$ cat src/rtl/ctxprob_pkg.sv
package ctxprob_pkg;
  localparam int IDX_W    = 6;
  localparam int NUM_IDX  = 47;
  localparam int SLOT_W   = 5;
  localparam int NUM_SLOT = 32;
  localparam int QE_W     = 16;
  localparam int QSTORE_W = QE_W - 3;
  localparam int LZ_W     = 4;

  typedef logic [IDX_W-1:0] idx_t;

  // index in the upper bits, MPS bit in the LSB
  typedef struct packed {
    idx_t idx;
    logic mps;
  } ctx_state_t;

  typedef struct packed {
    logic [QE_W-1:0] qe;
    logic [LZ_W-1:0] lz;
  } prob_t;

  // Stored part of each distinct probability: bits 14..2 of the full value.
  function automatic logic [QSTORE_W-1:0] slot_value(input logic [SLOT_W-1:0] s);
    logic [QE_W-1:0] v;
    case (s)
      5'd0:  v = 16'h5601;  5'd1:  v = 16'h5401;  5'd2:  v = 16'h5101;
      5'd3:  v = 16'h4801;  5'd4:  v = 16'h3801;  5'd5:  v = 16'h3401;
      5'd6:  v = 16'h3001;  5'd7:  v = 16'h2801;  5'd8:  v = 16'h2401;
      5'd9:  v = 16'h2201;  5'd10: v = 16'h1c01;  5'd11: v = 16'h1801;
      5'd12: v = 16'h1601;  5'd13: v = 16'h1401;  5'd14: v = 16'h1201;
      5'd15: v = 16'h1101;  5'd16: v = 16'h0ac1;  5'd17: v = 16'h09c1;
      5'd18: v = 16'h08a1;  5'd19: v = 16'h0521;  5'd20: v = 16'h0441;
      5'd21: v = 16'h02a1;  5'd22: v = 16'h0221;  5'd23: v = 16'h0141;
      5'd24: v = 16'h0111;  5'd25: v = 16'h0085;  5'd26: v = 16'h0049;
      5'd27: v = 16'h0025;  5'd28: v = 16'h0015;  5'd29: v = 16'h0009;
      5'd30: v = 16'h0005;  default: v = 16'h0001;
    endcase
    return v[QE_W-2:2];
  endfunction

  function automatic int lead_zeros(input logic [QE_W-1:0] v);
    int n;
    n = QE_W;
    for (int b = 0; b < QE_W; b++) begin
      if (v[b]) n = QE_W - 1 - b;
    end
    return n;
  endfunction

  // Index to distinct-value slot: 14..45 is a plain offset, the rest is irregular.
  function automatic logic [SLOT_W-1:0] index_to_slot(input idx_t x);
    logic [SLOT_W-1:0] s;
    if (x >= 6'd14 && x <= 6'd45) begin
      s = SLOT_W'(x - 6'd14);
    end else begin
      case (x)
        6'd1:  s = 5'd5;
        6'd2:  s = 5'd11;
        6'd3:  s = 5'd16;
        6'd4:  s = 5'd19;
        6'd5:  s = 5'd22;
        6'd7:  s = 5'd1;
        6'd8:  s = 5'd3;
        6'd9:  s = 5'd4;
        6'd10: s = 5'd6;
        6'd11: s = 5'd8;
        6'd12: s = 5'd10;
        6'd13: s = 5'd12;
        default: s = 5'd0;
      endcase
    end
    return s;
  endfunction
endpackage

$ cat src/rtl/cp_next_state.sv
module cp_next_state
  import ctxprob_pkg::*;
(
  input  ctx_state_t cur,
  input  logic       dec,
  output ctx_state_t nxt
);
  idx_t x;
  idx_t after_mps;
  idx_t after_lps;
  logic flip;
  logic is_mps;

  always_comb begin
    x = cur.idx;

    if (x == 6'd5)       after_mps = 6'd38;
    else if (x == 6'd13) after_mps = 6'd29;
    else if (x >= 6'd45) after_mps = x;
    else                 after_mps = x + 6'd1;

    if (x == 6'd0)                    after_lps = 6'd1;
    else if (x <= 6'd3)               after_lps = (x << 1) + x + 6'd3;
    else if (x == 6'd4)               after_lps = 6'd29;
    else if (x == 6'd5)               after_lps = 6'd33;
    else if (x == 6'd6 || x == 6'd46) after_lps = x;
    else if (x <= 6'd9)               after_lps = 6'd14;
    else if (x <= 6'd11)              after_lps = x + 6'd7;
    else if (x <= 6'd13)              after_lps = x + 6'd8;
    else if (x <= 6'd15)              after_lps = 6'd14;
    else if (x <= 6'd20)              after_lps = x - 6'd1;
    else                              after_lps = x - 6'd2;

    flip   = (x == 6'd0) || (x == 6'd6) || (x == 6'd14);
    is_mps = (dec == cur.mps);

    nxt.idx = is_mps ? after_mps : after_lps;
    nxt.mps = (!is_mps && flip) ? ~cur.mps : cur.mps;
  end
endmodule

$ cat src/rtl/cp_prob_lookup.sv
module cp_prob_lookup
  import ctxprob_pkg::*;
(
  input  idx_t  idx,
  output prob_t prob
);
  logic [QE_W-1:0]   qe_tab [NUM_SLOT];
  logic [LZ_W-1:0]   lz_tab [NUM_SLOT];
  logic [SLOT_W-1:0] slot;

  for (genvar g = 0; g < NUM_SLOT; g++) begin : g_slot
    localparam logic [QE_W-1:0] QV = {1'b0, slot_value(SLOT_W'(g)), 2'b01};
    localparam int LZ = lead_zeros(QV);
    assign qe_tab[g] = QV;
    assign lz_tab[g] = LZ_W'(LZ);
  end

  always_comb slot = index_to_slot(idx);

  assign prob.qe = qe_tab[slot];
  assign prob.lz = lz_tab[slot];
endmodule

$ cat src/rtl/cp_state_store.sv
module cp_state_store
  import ctxprob_pkg::*;
#(
  parameter int NUM_CTX = 19,
  parameter int CTX_W   = $clog2(NUM_CTX)
) (
  input  logic             clk,
  input  logic             rst,
  input  logic [CTX_W-1:0] rd_addr,
  output ctx_state_t       rd_data,
  input  logic             wr_en,
  input  logic [CTX_W-1:0] wr_addr,
  input  ctx_state_t       wr_data
);
  ctx_state_t mem [NUM_CTX];

  always_ff @(posedge clk) begin
    if (rst) begin
      for (int i = 0; i < NUM_CTX; i++) mem[i] <= '0;
    end else if (wr_en) begin
      mem[wr_addr] <= wr_data;
    end
  end

  // a read of the entry being written this cycle sees the new value
  always_comb begin
    if (wr_en && wr_addr == rd_addr) rd_data = wr_data;
    else                             rd_data = mem[rd_addr];
  end
endmodule

$ cat src/rtl/ctx_prob_estimator.sv
module ctx_prob_estimator
  import ctxprob_pkg::*;
#(
  parameter int NUM_CTX = 19,
  parameter int CTX_W   = $clog2(NUM_CTX)
) (
  input  logic             clk,
  input  logic             rst,
  input  logic             in_valid,
  input  logic [CTX_W-1:0] in_ctx,
  input  logic             in_dec,
  output logic             out_valid,
  output logic [5:0]       out_idx,
  output logic             out_mps,
  output logic [15:0]      out_qe,
  output logic [3:0]       out_lz
);
  localparam logic [CTX_W-1:0] LAST_CTX = CTX_W'(NUM_CTX - 1);

  logic             req_ok;
  logic [CTX_W-1:0] rd_addr;
  ctx_state_t       rd_state;
  prob_t            rd_prob;
  logic [CTX_W-1:0] wb_ctx;
  logic             wb_dec;
  ctx_state_t       wb_cur;
  ctx_state_t       wb_next;

  assign req_ok  = in_valid && (in_ctx <= LAST_CTX);
  assign rd_addr = req_ok ? in_ctx : '0;
  assign wb_cur  = '{idx: out_idx, mps: out_mps};

  cp_state_store #(.NUM_CTX(NUM_CTX), .CTX_W(CTX_W)) u_store (
    .clk     (clk),
    .rst     (rst),
    .rd_addr (rd_addr),
    .rd_data (rd_state),
    .wr_en   (out_valid),
    .wr_addr (wb_ctx),
    .wr_data (wb_next)
  );

  cp_prob_lookup u_lookup (
    .idx  (rd_state.idx),
    .prob (rd_prob)
  );

  cp_next_state u_next (
    .cur (wb_cur),
    .dec (wb_dec),
    .nxt (wb_next)
  );

  always_ff @(posedge clk) begin
    if (rst) begin
      out_valid <= 1'b0;
      out_idx   <= '0;
      out_mps   <= 1'b0;
      out_qe    <= '0;
      out_lz    <= '0;
      wb_ctx    <= '0;
      wb_dec    <= 1'b0;
    end else begin
      out_valid <= req_ok;
      if (req_ok) begin
        out_idx <= rd_state.idx;
        out_mps <= rd_state.mps;
        out_qe  <= rd_prob.qe;
        out_lz  <= rd_prob.lz;
        wb_ctx  <= in_ctx;
        wb_dec  <= in_dec;
      end
    end
  end
endmodule

$ cat config.mk
export PLATFORM = sky130hd
export DESIGN_NAME = ctx_prob_estimator
export DESIGN_NICKNAME = d
export VERILOG_FILES = /design/src/rtl/ctxprob_pkg.sv /design/src/rtl/cp_next_state.sv /design/src/rtl/cp_prob_lookup.sv /design/src/rtl/cp_state_store.sv /design/src/rtl/ctx_prob_estimator.sv
export SDC_FILE = /design/constraint.sdc
export NUM_CORES = 1
export LEC_CHECK = 0
export CAP_MARGIN = 5
export CORE_MARGIN = 3
export CORE_UTILIZATION = 40
export DETAILED_ROUTE_END_ITERATION = 8
export SYNTH_ARGS = -nofsm -noshare
export SYNTH_HDL_FRONTEND = slang
export SYNTH_SLANG_ARGS = --single-unit
$ cat constraint.sdc
create_clock -name clk -period 13.3 [get_ports clk]
set_clock_uncertainty 0.1 [all_clocks]
set_input_delay 2.66 -clock clk [delete_from_list [all_inputs] [get_ports clk]]
set_output_delay 2.66 -clock clk [all_outputs]
set_load 0.01 [all_outputs]
==> results.cfg <==
[grt]
grt_max_degree = 63
grt_overflow = 0
grt_pass1_wl_um = 47700
grtUsageTotal_pct = 21.4
grt_pass1_vias = 7895
antenna_found_initial = 0

[critical_path]
crit_path_start = in_ctx[2]
worstReg2RegStart = out_idx[0]$_SDFFE_PP0P_
worstPathMaxFanout = 34
r2r_setup_slack_ns = 7.03
critPathCaptureType = flip-flop
r2r-end = out_lz[0]$_SDFFE_PP0P_
crit_end = out_lz[0]$_SDFFE_PP0P_
start_kind = input port
path_class = in -> reg
cp.arrival_ns = 8.77
crit_required_ns = 13.51
reg2regPathDepth = 17

[yosys]
synth_cell_types = 103
async_flop_share_pct = 0
ys_ff_latch = 186
ys_warn_count = 0
seq_area_frac_synth_pct = 47.7
synthesis.instances = 1093
synth_flop_cell = edfxtp_1
synth_edf_count = 147
avgSynthCellArea_um2 = 9.96
syn-cell-area_um2 = 10900

[clock_network]
ctsResizeCount = 0
clockRootBuffer = clkbuf_16
cts_buffers = 17
post_cts_buffers = 0
clkTransAtPathRegs_ns = 0.07
cts_max_level = 4
cts_tree = yes
postCtsHoldBufs = 0
cts.sinks = 186
cts_max_path_buffers = 2
clock_latency_ns = 0.44

[cells_and_area]
areaGrowthSynthToFinish_pct = 9.45
n_antenna_cell = 0
fin_nets = 1126
fin_cells = 1428
postLayoutCellArea_um2 = 11900
drive_gt1_share_pct = 8.78

[place]
pre_cts_slack_ns = 4.30
place_hpwl_um = 21300
dp.cells = 1396
dpl_cell_area_um2 = 11300
gp_congestion = 0.884
port_buffers = 34

[die]
core_area_um2 = 26400
die_area_um2 = 29200
row_count = 59
die_x_um = 171
ios = 37
die_h_um = 171
initial_utilization_pct = 41.2

[timing]
timing.final.hold_violations = 0
worstMarginPinSlew_ns = 1.19
finalWorstSetupSlack_ns = 4.74
rsz0062_at_grt = false
fin_tns_setup_ns = 0
setup_violations = 0
final_max_slew_viol_count = 0
max_freq_mhz = 117
finalCritPeriodShare_pct = 64.4
min_period_ns = 8.56
maxSlewHeadroom_pct = 19.8

[routing]
vias = 8625
firstDrtPassIters = 5
wl_um = 31700
drc = 0
vias_per_cell = 6.04
dr.first_iter.drc_count = 1050
antenna_left = 0
wl_per_cell_um = 22.2

[pwr]
p_per_area_nw_per_um2 = 127
switchingPower_uw = 451
seqPwrFrac_pct = 43.9
clock_power_share_pct = 34.5
power_switching_share_pct = 29.7
p_leak_nw = 4.26
power_mw = 1.52
irDropWorstVdd_uv = 99.9
comb_power_share_pct = 21.6
p_int_mw = 1.07

[min_path]
hp-class = reg -> reg

[run_status]
status = finished, final reports clean

[job]
cap_violations = 0
==> layout make-up <==
| cell class | count | area (um2) |
|---|---|---|
| multi-input combinational | 801 | 5190 |
| clock inverter | 13 | 163 |
| sequential | 186 | 5190 |
| clock buffer | 19 | 433 |
| timing repair buffer | 43 | 403 |
| tap | 335 | 419 |
| inverter | 31 | 116 |
| fill | 2487 | 14500 |
==> layout by cell type (no fill, tap or decap), drive strengths merged, types with 9 or more instances in the layout <==
cell and instances:
nand3b 9, a211oi 12, mux2 10, nor2 205
a22oi 9, o2111ai 9, nand3 39, inv 35
nand2 105, ha 37, xnor2 12, buf 10
nor3 15, clkdlybuf4s50 33, dfxtp 39, o211ai 15
edfxtp 147, nand2b 28, clkbuf 19, o21ai 41
a31oi 12, nand4 12, a21oi 41, and2 9
mux2i 33, and3 12
==> worst min-delay path by stage <==
stage / start / endpoint / cells after the start
2_1_floorplan: u_store.mem[18][1]$_SDFFE_PP0P_ / u_store.mem[18][1]$_SDFFE_PP0P_ / 2
3_3_place_gp: out_qe[6]$_SDFFE_PP0P_ / out_qe[6]$_SDFFE_PP0P_ / 2
3_5_place_dp: out_qe[6]$_SDFFE_PP0P_ / out_qe[6]$_SDFFE_PP0P_ / 2
4_1_cts: out_qe[6]$_SDFFE_PP0P_ / out_qe[6]$_SDFFE_PP0P_ / 2
5_1_grt: out_qe[6]$_SDFFE_PP0P_ / out_qe[6]$_SDFFE_PP0P_ / 2
6_report: out_qe[6]$_SDFFE_PP0P_ / out_qe[6]$_SDFFE_PP0P_ / 2
==> cell usage after synthesis (all sizes together), types with 5 or more instances <==
master   count  area, um2
a211o        6       52.6
a21o         6       45.0
a211oi      12        100
o221ai       7       61.3
mux4         6        135
ha          37        463
a2111oi      5       50.0
o211ai      15        131
and3        12       75.1
xor2         6       52.6
nand3b       9       67.6
a31oi       12       81.3
edfxtp     147       4410
mux2        10        116
o31ai        7       85.1
o2111ai      9       78.8
a22oi        9       86.3
nand4       12       81.3
mux2i       33        343
a21oi       41        209
nor3        15       75.1
nand3       39        200
inv         31        116
clkbuf      39        146
dfxtp       39        781
nand2b      28        175
o22ai        5       31.3
nor2       205        782
a221oi       7       80.1
nand2      105        402
and2         9       58.8
a22o         5       43.8
nor2b        6       37.5
buf         37        245
o21ai       41        216
xnor2       12        105
==> per-stage QoR <==
step	hold slack (ns)	util [%]
after floorplan	0.346	-
after global placement	0.344	42.9
after detailed placement	0.353	42.9
after CTS	0.362	45.1
after global routing	0.393	45.1
final	0.358	45.1
==> flip-flops by register name (all words and copies together), names as in the netlist <==
name / flops
out_mps: 1
wb_dec: 1
u_store.mem: 154
wb_ctx: 5
out_valid: 1
out_qe: 14
out_lz: 4
out_idx: 6
==> routing by layer <==
layer,part of all wire (%),global-route usage (%)
met1,46,31.8
met2,45,31.9
met4,2.0,5.91
met3,7.2,4.37
met5,0,0
==> cell families (layout without fill, tap and decap cells) <==
| family | Yosys count | count (layout) | share of synthesized area (%) |
|---|---|---|---|
| simple gates | 467 | 467 | 20.1 |
| compound gates | 228 | 228 | 16.4 |
| flops | 186 | 186 | 47.7 |
| buf+inv | 107 | 106 | 4.66 |
| mux | 49 | 49 | 5.46 |
| fa+ha+maj | 37 | 37 | 4.25 |
| xor+xnor | 18 | 18 | 1.45 |
| other cells | 1 | 2 | 0.0344 |
==> power groups by stage <==
stage	clock network, mW	logic (mW)	registers, mW
global placement	0	0.321	0.678
finish	0.524	0.327	0.666
detailed placement	0	0.321	0.679
CTS	0.531	0.322	0.666
floorplan	0	0.247	0.672
global route	0.551	0.355	0.668
==> critical path: stages <==
cell and delay [ns]:
clkdlybuf4s50_1 0.87, o31ai_4 0.67, nand2_4 0.40, o21ai_1 0.19, o2111ai_1 0.12, and3_1 0.20, a41o_1 0.25, a32oi_1 0.43
inv_1 0.17, ha_1 0.25, or2_2 0.32, a2111oi_2 0.37, or2_1 0.18, nor2_1 0.05, a22oi_1 0.47, inv_1 0.17
ha_1 0.39, mux2i_1 0.20, nor2_1 0.07, o32ai_2 0.27, nor3b_2 0.07
(Power assumes the default switching activity.)
